--- src/rtl/mant_round_pkg.sv ---
package mant_round_pkg;

    typedef enum logic [1:0] {
        RM_NEAREST = 2'b00,
        RM_ZERO    = 2'b01,
        RM_PLUS    = 2'b10,
        RM_MINUS   = 2'b11
    } round_mode_e;

    typedef enum logic {
        ST_IDLE   = 1'b0,
        ST_RESULT = 1'b1
    } ctl_state_e;

endpackage

--- src/rtl/mant_round_decide.sv ---
module mant_round_decide
    import mant_round_pkg::*;
#(
    parameter int GUARD_W = 3
) (
    input  logic               sign,
    input  logic               kept_lsb,
    input  logic [GUARD_W-1:0] guard,
    input  round_mode_e        mode,
    output logic               bump,
    output logic               lost
);
    localparam logic [GUARD_W-1:0] HALF = GUARD_W'(1) << (GUARD_W - 1);

    logic over_half;
    logic at_half;

    always_comb begin
        lost      = |guard;
        over_half = guard > HALF;
        at_half   = guard == HALF;
        unique case (mode)
            RM_NEAREST: bump = over_half | (at_half & kept_lsb);
            RM_ZERO:    bump = 1'b0;
            RM_PLUS:    bump = lost & ~sign;
            RM_MINUS:   bump = lost & sign;
            default:    bump = 1'b0;
        endcase
    end
endmodule

--- src/rtl/mant_round_incr.sv ---
module mant_round_incr #(
    parameter int KEEP_W = 8
) (
    input  logic [KEEP_W-1:0] kept,
    input  logic              bump,
    output logic [KEEP_W-1:0] sum,
    output logic              ovf
);
    always_comb begin
        {ovf, sum} = {1'b0, kept} + {{KEEP_W{1'b0}}, bump};
    end
endmodule

--- src/rtl/mant_round_unit.sv ---
module mant_round_unit
    import mant_round_pkg::*;
#(
    parameter int KEEP_W  = 8,
    parameter int GUARD_W = 3,
    localparam int SIG_W  = KEEP_W + GUARD_W
) (
    input  logic              clk,
    input  logic              rst,
    input  logic              in_valid,
    input  logic              in_sign,
    input  logic [SIG_W-1:0]  in_sig,
    input  logic [1:0]        in_mode,
    output logic              out_valid,
    output logic [KEEP_W-1:0] out_sig,
    output logic              out_carry,
    output logic              out_inexact
);
    ctl_state_e        state_q, state_d;
    round_mode_e       mode;
    logic [KEEP_W-1:0] kept;
    logic [GUARD_W-1:0] guard;
    logic              bump, lost, ovf;
    logic [KEEP_W-1:0] sum;

    assign mode  = round_mode_e'(in_mode);
    assign kept  = in_sig[SIG_W-1:GUARD_W];
    assign guard = in_sig[GUARD_W-1:0];

    mant_round_decide #(.GUARD_W(GUARD_W)) u_decide (
        .sign     (in_sign),
        .kept_lsb (kept[0]),
        .guard    (guard),
        .mode     (mode),
        .bump     (bump),
        .lost     (lost)
    );

    mant_round_incr #(.KEEP_W(KEEP_W)) u_incr (
        .kept (kept),
        .bump (bump),
        .sum  (sum),
        .ovf  (ovf)
    );

    // next-state decision
    always_comb begin
        unique case (state_q)
            ST_IDLE:   state_d = in_valid ? ST_RESULT : ST_IDLE;
            ST_RESULT: state_d = in_valid ? ST_RESULT : ST_IDLE;
            default:   state_d = ST_IDLE;
        endcase
    end

    // state register
    always_ff @(posedge clk) begin
        if (rst) state_q <= ST_IDLE;
        else     state_q <= state_d;
    end

    // result register, loaded whenever an operand arrives
    always_ff @(posedge clk) begin
        if (rst) begin
            out_sig     <= '0;
            out_carry   <= 1'b0;
            out_inexact <= 1'b0;
        end else if (in_valid) begin
            out_sig     <= sum;
            out_carry   <= ovf;
            out_inexact <= lost;
        end
    end

    // outputs decoded from state
    always_comb begin
        out_valid = (state_q == ST_RESULT);
    end
endmodule

--- config.mk ---
export PLATFORM = sky130hd
export DESIGN_NAME = mant_round_unit
export DESIGN_NICKNAME = d
export VERILOG_FILES = /design/src/rtl/mant_round_pkg.sv /design/src/rtl/mant_round_decide.sv /design/src/rtl/mant_round_incr.sv /design/src/rtl/mant_round_unit.sv
export SDC_FILE = /design/constraint.sdc
export NUM_CORES = 1
export LEC_CHECK = 0
export ABC_AREA = 1
export ABC_CLOCK_PERIOD_IN_PS = 2470
export BUFFER_PORTS_ARGS = -buffer_cell sky130_fd_sc_hd__buf_2
export CAP_MARGIN = 25
export CORE_AREA = 2 2 39 41
export DETAILED_ROUTE_END_ITERATION = 8
export DIE_AREA = 0 0 41 43
export PLACE_DENSITY = 0.82
export REMOVE_ABC_BUFFERS = 1
export SYNTH_ARGS = -nofsm -noshare
export SYNTH_HDL_FRONTEND = slang
export SYNTH_SLANG_ARGS = --single-unit
--- constraint.sdc ---
create_clock -name clk -period 2.47 [get_ports clk]
set_input_delay 0.494 -clock clk [delete_from_list [all_inputs] [get_ports clk]]
set_output_delay 0.494 -clock clk [all_outputs]
set_load 0.01 [all_outputs]
# Word level (Yosys, flattened, before mapping)
# Index checks and enable logic that the tools add are counted.
# W data, S select, Z words.
word_totals:
  register_bits: 11
  latch_bits: 0
  ram_bits: 0
  rom_bits: 0
  in_bits: 17
  output_inout_bits: 11
  elab_cells: 19
  mem_count: 0
classes:
  n_addsub: 1
  n_mul: 0
  n_div: 0
  magnitude_cmp: 1
  n_eq_ne: 4
  shifts: 0
  n_mux: 2
  bitwise: 5
  n_reduce_logical: 2
ops:
  columns: ["op", "n"]
  rows:
  - ["$add A8 B1 Y9", 1]
  - ["$eq A2 B2 Y1 const B", 2]
  - ["$pmux W1 S4", 1]
  - ["$and A1 B1 Y1", 3]
  - ["$eq A3 B3 Y1 const B", 1]
  - ["$gt A3 B3 Y1 const B", 1]
  - ["$reduce_or A3 Y1", 1]
  - ["$eq A2 B1 Y1 const B", 1]
  - ["$logic_not A2 Y1", 1]
  - ["$mux W1", 1]
  - ["$not A1 Y1", 1]
  - ["$or A1 B1 Y1", 1]

# Longest topological paths before layout
# Gate-level depths: netlist (run 1).
logic_depth:
  ltp_word: 5
  ltp_mapped: 13
  mapped_depth_nobuf: 13

# By module
# Synthesis (run 1) repeated with hierarchy kept, for this count alone.
hier_totals:
  hier_cells: 114
  hier_area_um2: 701.9
modules_own_cells:
  columns: ["module", "n_inst", "cells_each", "area_each_um2", "seq_area_each_um2"]
  rows:
  - ["mant_round_unit", 1, 66, 456.7, 220.2]
  - ["mant_round_incr", 1, 34, 183.9, 0.0]
  - ["mant_round_decide", 1, 14, 61.3, 0.0]

# Worst setup path before layout (run 1)
# No wires, ideal clock.
synth_path:
  path_type: "input to register"
  startpoint: "input in_mode[1]"
  endpoint: "register out_sig[4]"
  setup_time_ns: 0.113
  arrival_time_ns: 1.690
  t_required_ns: 2.357
  setup_slack_ns: 0.667
  path_stages: 11
  n_path_buf: 0
  cell_sequence: "or2_0 > o31ai_1 > ha_1 > ha_1 > nand2_1 > inv_2 > nand2_1 > nand2_1 > nand2_1 > o21ai_1 > inv_1"
synth_via:
  elab_chain_len: 3
  word_cells_on_any_way: 6
  cone_classes: "add/sub: 1; eq/ne: 3; mux: 1; reduce/logical: 1"
synth_rtl:
  columns: ["item", "line_no", "source"]
  rows:
  - ["start, declared", "mant_round_unit.sv:13", "input logic [1:0] in_mode,"]
  - ["$eq A2 B2 Y1, or another cell as far along", "mant_round_decide.sv:22", "unique case (mode)"]
  - ["$pmux W1 S4 *", "mant_round_decide.sv:22", null]
  - ["$add A8 B1 Y9 *", "mant_round_incr.sv:10", "{ovf, sum} = {1'b0, kept} + {{KEEP_W{1'b0}}, bump};"]
  - ["end signal, assigned", "mant_round_unit.sv:68", "out_sig <= sum;"]
  - ["end, declared", "mant_round_unit.sv:15", "output logic [KEEP_W-1:0] out_sig,"]
# Every way passes the cells marked *; elsewhere a longest branch is shown, timed or not.
# A chain may end at the register's enable or synchronous reset.

# Final worst setup path (run 1)
# Same ends and word-level chain as after synthesis.

==> results of run 1 <==
per-layer routing:
metal	up-vias	part of all wire [%]	track usage [%]
li1	355	-	-
met1	278	46	20.92
met2	23	44	22.19
met3	4	8.7	4.188
met4	0	1.5	8.000
met5	-	0	0
sequential cells by signal, summed over array words and instances (netlist names):
| signal | cells |
|---|---|
| out_carry | 1 |
| out_inexact | 1 |
| out_sig | 8 |
| out_valid | 1 |
report_power, final:
part | leakage [nW] | switching [W] | internal [W] | total, W
Sequential | 0.0913 | 0.00000463 | 0.000189 | 0.000194
Combinational | 0.345 | 0.0000462 | 0.0000345 | 0.0000807
Clock | 0.0150 | 0.0000576 | 0.0000624 | 0.000120
Total | 0.451 | 0.000108 | 0.000286 | 0.000395
per-stage QoR:
stage	util, %	hold WS, ns
global placement	54.43	0.4646
finish	56.33	0.4826
detailed placement	54.43	0.4691
floorplan	-	0.4913
global route	56.33	0.5192
CTS	56.33	0.4879
cell families after synthesis:
logic type      count (synthesis)  share of synthesized area [%]
fa+ha+maj                       2                          4.024
compound gates                  9                          8.049
flops                          11                          35.41
xor+xnor                        1                          1.409
buf+inv                        19                          13.48
simple gates                   55                          37.63
layout make-up:
class | instances | area [µm²] | area share (%)
Sequential cell | 11 | 220.2 | 28.25
Timing Repair Buffer | 27 | 135.1 | 17.34
Tap cell | 16 | 20.02 | 2.568
Inverter | 16 | 60.06 | 7.705
Clock buffer | 4 | 26.28 | 3.371
Multi-Input combinational cell | 67 | 317.8 | 40.77
worst max path at each step:
stage	slack, ns	cells after the start	end
5_1_grt	0.55	12	out_sig[4]
3_3_place_gp	0.50	12	out_sig[4]
4_1_cts	0.71	10	out_sig[6]
3_5_place_dp	0.43	12	out_sig[4]
2_1_floorplan	0.67	11	out_sig[4]
6_report	0.71	12	out_sig[4]
placed cells by master (no fill, tap or decap), types with 3 or more instances in the layout:
master    instances
nand2_1          18
dfxtp_1          11
nor2_1           22
clkbuf_4          3
nand3_1           7
o21ai_1           4
buf_2            27
inv_1            14
o21ai_0           3
worst max-delay path, stage by stage:
cell and delay [ns]:
buf_2 0.10, or2_0 0.21, o31ai_1 0.24, ha_1 0.23, ha_1 0.20, nand2_1 0.07
inv_2 0.05, nand2_1 0.05, nand2_1 0.06, nand2_1 0.04, o21ai_1 0.13, inv_1 0.04
==> results by group, run 1 <==
Synthesis
  • Top cell type by total area after synthesis: dfxtp_1
  • Top post-synthesis cells by count: 22 x nor2_1, 18 x nand2_1, 14 x inv_1, 11 x dfxtp_1, 7 x nand3_1
  • Post-synth EDFFs: 0
  • Most common cell in the netlist: nor2_1
  • Register bit total from synthesis: 11
  • Synth warn: 0
  • Syn Area/Cell: 6.411 µm²
  • Top cells by area, synth: dfxtp_1 35%, nor2_1 13%, nand2_1 11%
  • Share of flip-flops with an asynchronous set or reset: 0%
  • Synth unique cells: 21
  • Primary FF master, synth: dfxtp_1
  • Post-synthesis cell count: 97
  • Post-synth top area share: 35.41%
  • Area of the mapped netlist: 621.8 µm²
  • Sequential share of the synthesized area: 35.41%

Clocking
  • Clock Latency Late Sink: 0.26 ns
  • Reg clk slew, reported paths: 0.07 ns
  • Post-CTS Setup Repair Bufs: 0
  • Clock tree buffer depth: 2
  • CTS Hold Bufs: 0
  • CTS Root Cell: clkbuf_4
  • Clock buffer count from CTS: 3
  • H-tree depth: 1
  • Sink Count: 11
  • CTS tree: yes
  • PostCTS Resize Cnt: 0

Cells and area
  • # nets final: 145
  • Layout cells sized above 1: 28.80%
  • Antenna Cells: 0
  • Non-Filler Instances: 141
  • Layout area overhead: 25.35%
  • Final instance area: 779.5 µm²
  • Filler Cells Inserted: 159

Drt
  • Initial DRC Count: 8
  • Routed wire length: 1280 µm
  • Vias per cell: 4.681
  • DRT antenna net count: 0
  • Routed len/inst: 9.078 µm
  • Via Count: 660
  • Detailed Routing Iterations Pass 1: 3
  • DRC: 0

Setup path
  • WP data arrival: 1.92 ns
  • CP startpoint: in_mode[1]
  • Crit path capture type: flop
  • CP max FO: 3
  • Worst path required time: 2.63 ns
  • FF-to-FF setup slack: 1.81 ns
  • Register-to-Register Path Depth: 4
  • RR Startpoint: out_inexact
  • Reg2reg end: out_inexact
  • Critical Path Start Type: primary input
  • Critical path class: primary input to flop

Floorplanning
  • Top Ports: 28
  • DIE AREA: 1763 µm²
  • Core Box Area: 1384 µm²
  • Std cell rows: 14
  • Die width: 41 µm
  • Initial Util: 44.94%
  • Die height: 43 µm

Power
  • P_leak: 0.4508 nW
  • Peak supply drop: 327.5 µV
  • Pwr/cell area: 506.2 nW/µm²
  • Tot Pwr: 0.0003946 W

Global route
  • Largest net degree at the start of global routing: 17
  • Antenna violations before repair: 0
  • GRT overflow: 0
  • First-pass GRT wire length: 1911 µm
  • Vias in the first global route: 511
  • GRT Total Usage: 15.64%

Hold path
  • WHS Endpoint: out_sig[2]
  • Hold path cells: 2
  • Startpoint of the worst hold path: out_sig[2]
  • Min-delay worst type: flop to flop

Place
  • Setup WS pre-CTS: 0.4349 ns
  • Routability Congestion: 0.7366
  • PortBufs: 27
  • Cell Count Post-Placement: 137
  • Post-DP Area: 753.2 µm²
  • HPWL after detailed placement: 1013 µm

Job
  • MaxCap Viol Count: 0

Timing
  • Final critical-path required period: 1.760 ns
  • Final Hold Viols: 0
  • Tcrit/Tclk final: 71.24%
  • Final setup violation count: 0
  • Max Clock Freq: 568.3 MHz
  • Fin Setup TNS: 0 ns
  • Clk_skew: 0 ns
  • Worst rel slew slack: 81.00%
  • Worst-Margin Slew: 0.2849 ns
  • RSZ-0062 raised after global routing: false
  • Pins Over Slew Limit: 0
  • Final worst slack: 0.7105 ns

Run status
  • Status: finished clean
No activity file was read; power rests on OpenSTA's default activity.
==> run 2: changes to the inputs <==
- ABC_AREA: 1 -> 0
- ABC_CLOCK_PERIOD_IN_PS: 2470 -> 1800
- PLACE_DENSITY: 0.82 -> 0.76
- clock period: 2.47 -> 1.8 ns (I/O delays scaled with it)
==> results by group, run 2 <==
Run status
  • Status: finished clean (unchanged)

Clocking
  • Clock buffer count from CTS: 3 (unchanged)
  • Sink Count: 11 (unchanged)
  • Clock tree buffer depth: 2 (unchanged)
  • Post-CTS Setup Repair Bufs: 0 (unchanged)
  • CTS Hold Bufs: 0 (unchanged)
  • PostCTS Resize Cnt: 0 (unchanged)
  • H-tree depth: 1 (unchanged)
  • Reg clk slew, reported paths: 0.07 ns (about the same)
  • CTS Root Cell: clkbuf_4 (unchanged)
  • CTS tree: yes (unchanged)
  • Clock Latency Late Sink: 0.26 ns (about the same)

Synthesis
  • Top cells by area, synth: dfxtp_1 41%, nor2_1 7.0%, mux2i_1 5.6% (was dfxtp_1 35%, nor2_1 13%, nand2_1 11%)
  • Register bit total from synthesis: 11 (unchanged)
  • Synth unique cells: 23 (was 21)
  • Syn Area/Cell: 8.840 µm² (was 6.411 µm²)
  • Sequential share of the synthesized area: 40.84% (was 35.41%)
  • Primary FF master, synth: dfxtp_1 (unchanged)
  • Top post-synthesis cells by count: 11 x dfxtp_1, 10 x nor2_1, 4 x a211oi_1, 4 x or3_1 (was 22 x nor2_1, 18 x nand2_1, 14 x inv_1, 11 x dfxtp_1, 7 x nand3_1)
  • Post-synth top area share: 40.84% (was 35.41%)
  • Synth warn: 0 (unchanged)
  • Top cell type by total area after synthesis: dfxtp_1 (unchanged)
  • Most common cell in the netlist: dfxtp_1 (was nor2_1)
  • Area of the mapped netlist: 539.3 µm² (was 621.8 µm²)
  • Share of flip-flops with an asynchronous set or reset: 0% (unchanged)
  • Post-synth EDFFs: 0 (unchanged)
  • Post-synthesis cell count: 61 (was 97)

Floorplanning
  • Core Box Area: 1384 µm² (unchanged)
  • DIE AREA: 1763 µm² (unchanged)
  • Initial Util: 38.97% (was 44.94%)
  • Die height: 43 µm (unchanged)
  • Die width: 41 µm (unchanged)
  • Top Ports: 28 (unchanged)
  • Std cell rows: 14 (unchanged)

Timing
  • Final critical-path required period: 1.774 ns
  • Final worst slack: 0.02619 ns (was 0.7105 ns)
  • Clk_skew: 0 ns (unchanged)
  • Fin Setup TNS: 0 ns (unchanged)
  • Worst-Margin Slew: 0.2185 ns (was 0.2849 ns)
  • Worst rel slew slack: 85.43% (was 81.00%)
  • Tcrit/Tclk final: 98.54%
  • Final Hold Viols: 0 (unchanged)
  • Final setup violation count: 0 (unchanged)
  • Pins Over Slew Limit: 0 (unchanged)
  • Max Clock Freq: 563.8 MHz

Place
  • PortBufs: 27 (unchanged)
  • Post-DP Area: 718.2 µm² (was 753.2 µm²)
  • Cell Count Post-Placement: 106 (was 137)
  • Routability Congestion: 0.7079 (was 0.7366)
  • Setup WS pre-CTS: -0.2693 ns (was 0.4349 ns)
  • HPWL after detailed placement: 935 µm (was 1013 µm)

Setup path
  • Critical path class: primary input to flop (unchanged)
  • Critical path, cell by cell: buf_2, nor2b_1, mux2i_1, o221a_2, ha_4, ha_4, nand3_2, or3_4, a311oi_2 (was buf_2, or2_0, o31ai_1, ha_1, ha_1, nand2_1, inv_2, nand2_1, nand2_1, nand2_1, o21ai_1, inv_1)
  • Slowest cell delay on critical path: 0.38 ns (was 0.24 ns)
  • Crit path capture type: flop (unchanged)
  • RR Startpoint: out_sig[6] (was out_inexact)
  • CP startpoint: in_mode[1] (unchanged)
  • CP most frequent cell: ha_4 (was nand2_1)
  • Crit path max-delay cell type: or3_4 (was o31ai_1)
  • WP data arrival: 1.94 ns (was 1.92 ns)
  • CP max FO: 4 (was 3)
  • Critical Path Start Type: primary input (unchanged)
  • Worst path required time: 1.97 ns (was 2.63 ns)

Cells and area
  • Commonest non-fill, non-tap cell in the layout: buf_2 (unchanged)
  • Layout cells sized above 1: 43.62% (was 28.80%)
  • Layout area overhead: 44.78% (was 25.35%)
  • Antenna Cells: 0 (unchanged)
  • Largest Register: out_sig (unchanged)
  • Most frequent cells in the layout: 27 x buf_2, 11 x dfxtp_1, 10 x nor2_1, 5 x buf_4, 4 x a211oi_1 (was 27 x buf_2, 22 x nor2_1, 18 x nand2_1, 14 x inv_1, 11 x dfxtp_1)
  • Largest register FFs: 8 (unchanged)
  • Non-Filler Instances: 110 (was 141)
  • # nets final: 114 (was 145)
  • Final instance area: 780.7 µm² (was 779.5 µm²)

Drt
  • Routed wire length: 1222 µm (was 1280 µm)
  • DRC: 0 (unchanged)
  • Detailed Routing Iterations Pass 1: 4 (was 3)
  • Initial DRC Count: 7 (was 8)
  • Vias per cell: 5.155 (was 4.681)
  • Routed len/inst: 11.11 µm (was 9.078 µm)
  • DRT antenna net count: 0 (unchanged)
  • Via Count: 567 (was 660)

Power
  • Clock group share of total power: 30.1% (was 30.4%)
  • Power Internal: 0.0004053 W (was 0.0002861 W)
  • Register share of total power: 48.1% (was 49.1%)
  • Logic pwr share: 21.8% (was 20.4%)
  • Tot Pwr: 0.0005527 W (was 0.0003946 W)
  • Pwr/cell area: 708.0 nW/µm² (was 506.2 nW/µm²)
  • P_leak: 0.3490 nW (was 0.4508 nW)
  • Psw: 0.0001474 W (was 0.0001085 W)
  • Switch share: 26.67% (was 27.49%)
  • Peak supply drop: 405.9 µV (was 327.5 µV)

Global route
  • GRT overflow: 0 (unchanged)
  • Vias in the first global route: 517 (was 511)
  • Antenna violations before repair: 0 (unchanged)
  • First-pass GRT wire length: 1904 µm (was 1911 µm)
  • GRT Total Usage: 16.01% (was 15.64%)
  • Largest net degree at the start of global routing: 12 (was 17)

Job
  • MaxCap Viol Count: 0 (unchanged)

Hold path
  • Startpoint of the worst hold path: in_sig[8] (was out_sig[2])
  • Min-delay worst type: primary input to flop (was flop to flop)
-- run 2: cell count changes in the layout (fill, tap and decap cells not counted), sizes merged, moves of 3 or more --
cell / before / now
a211oi: 0 / 4
a311oi: 0 / 3
buf: 27 / 32
inv: 16 / 1
mux2i: 0 / 3
nand2: 19 / 2
nand3: 7 / 3
nor2: 24 / 10
o21ai: 7 / 3
or3: 0 / 4
-- run 2: metrics by stage --
stage	hold slack, ns	util (%)
6_report	0.4083	56.42
5_1_grt	0.4031	56.42
4_1_cts	0.3942	53.80
3_5_place_dp	0.4589	51.90
3_3_place_gp	0.4549	51.90
2_1_floorplan	0.4291	-
-- run 2: layout make-up --
type	instances	area, µm²
tap	16	20.02
sequential	11	220.2
inverter	1	3.754
fill	135	603.1
clock buffer	4	26.28
timing repair buffer	32	172.7
multi-input combinational	46	337.8
-- run 2: metal layers --
metal | vias up | wire, µm | global-route usage [%]
li1 | 286 | - | -
met1 | 261 | 515 | 16.23
met2 | 18 | 596 | 26.56
met3 | 2 | 98 | 4.712
met4 | 0 | 11 | 10.00
met5 | - | 0 | 0
-- run 2: critical path: cells and delay by family --
kind | cells | cell delay (ns)
buf+inv | 1 | 0.10
simple gates | 3 | 0.61
fa+ha+maj | 2 | 0.28
compound gates | 2 | 0.48
mux | 1 | 0.12
-- run 2: worst paths after layout --
path,depth (start not counted),to,slack [ns]
setup / recovery,9,out_sig[6],0.03
hold / removal,3,out_sig[5],0.41
setup reg to reg,2,out_sig[6],1.09
hold reg to reg,2,out_carry,0.47
-- run 2: cell families (layout without fill, tap and decap cells) --
kind of cell / after synthesis / in the layout / share of synthesized area (%)
compound gates: 13 / 13 / 17.63
buf+inv: 4 / 37 / 3.247
simple gates: 25 / 25 / 23.20
fa+ha+maj: 2 / 2 / 4.640
flops: 11 / 11 / 40.84
mux: 3 / 3 / 5.569
xor+xnor: 3 / 3 / 4.873
-- run 2: power groups by stage --
| stage | clock (W) | sequential, W | combinational (W) |
|---|---|---|---|
| floorplan | 0 | 0.000281 | 0.0000391 |
| global placement | 0 | 0.000272 | 0.000108 |
| finish | 0.000166 | 0.000266 | 0.000120 |
| global route | 0.000188 | 0.000269 | 0.000134 |
| detailed placement | 0 | 0.000272 | 0.000111 |
| CTS | 0.000175 | 0.000266 | 0.000111 |
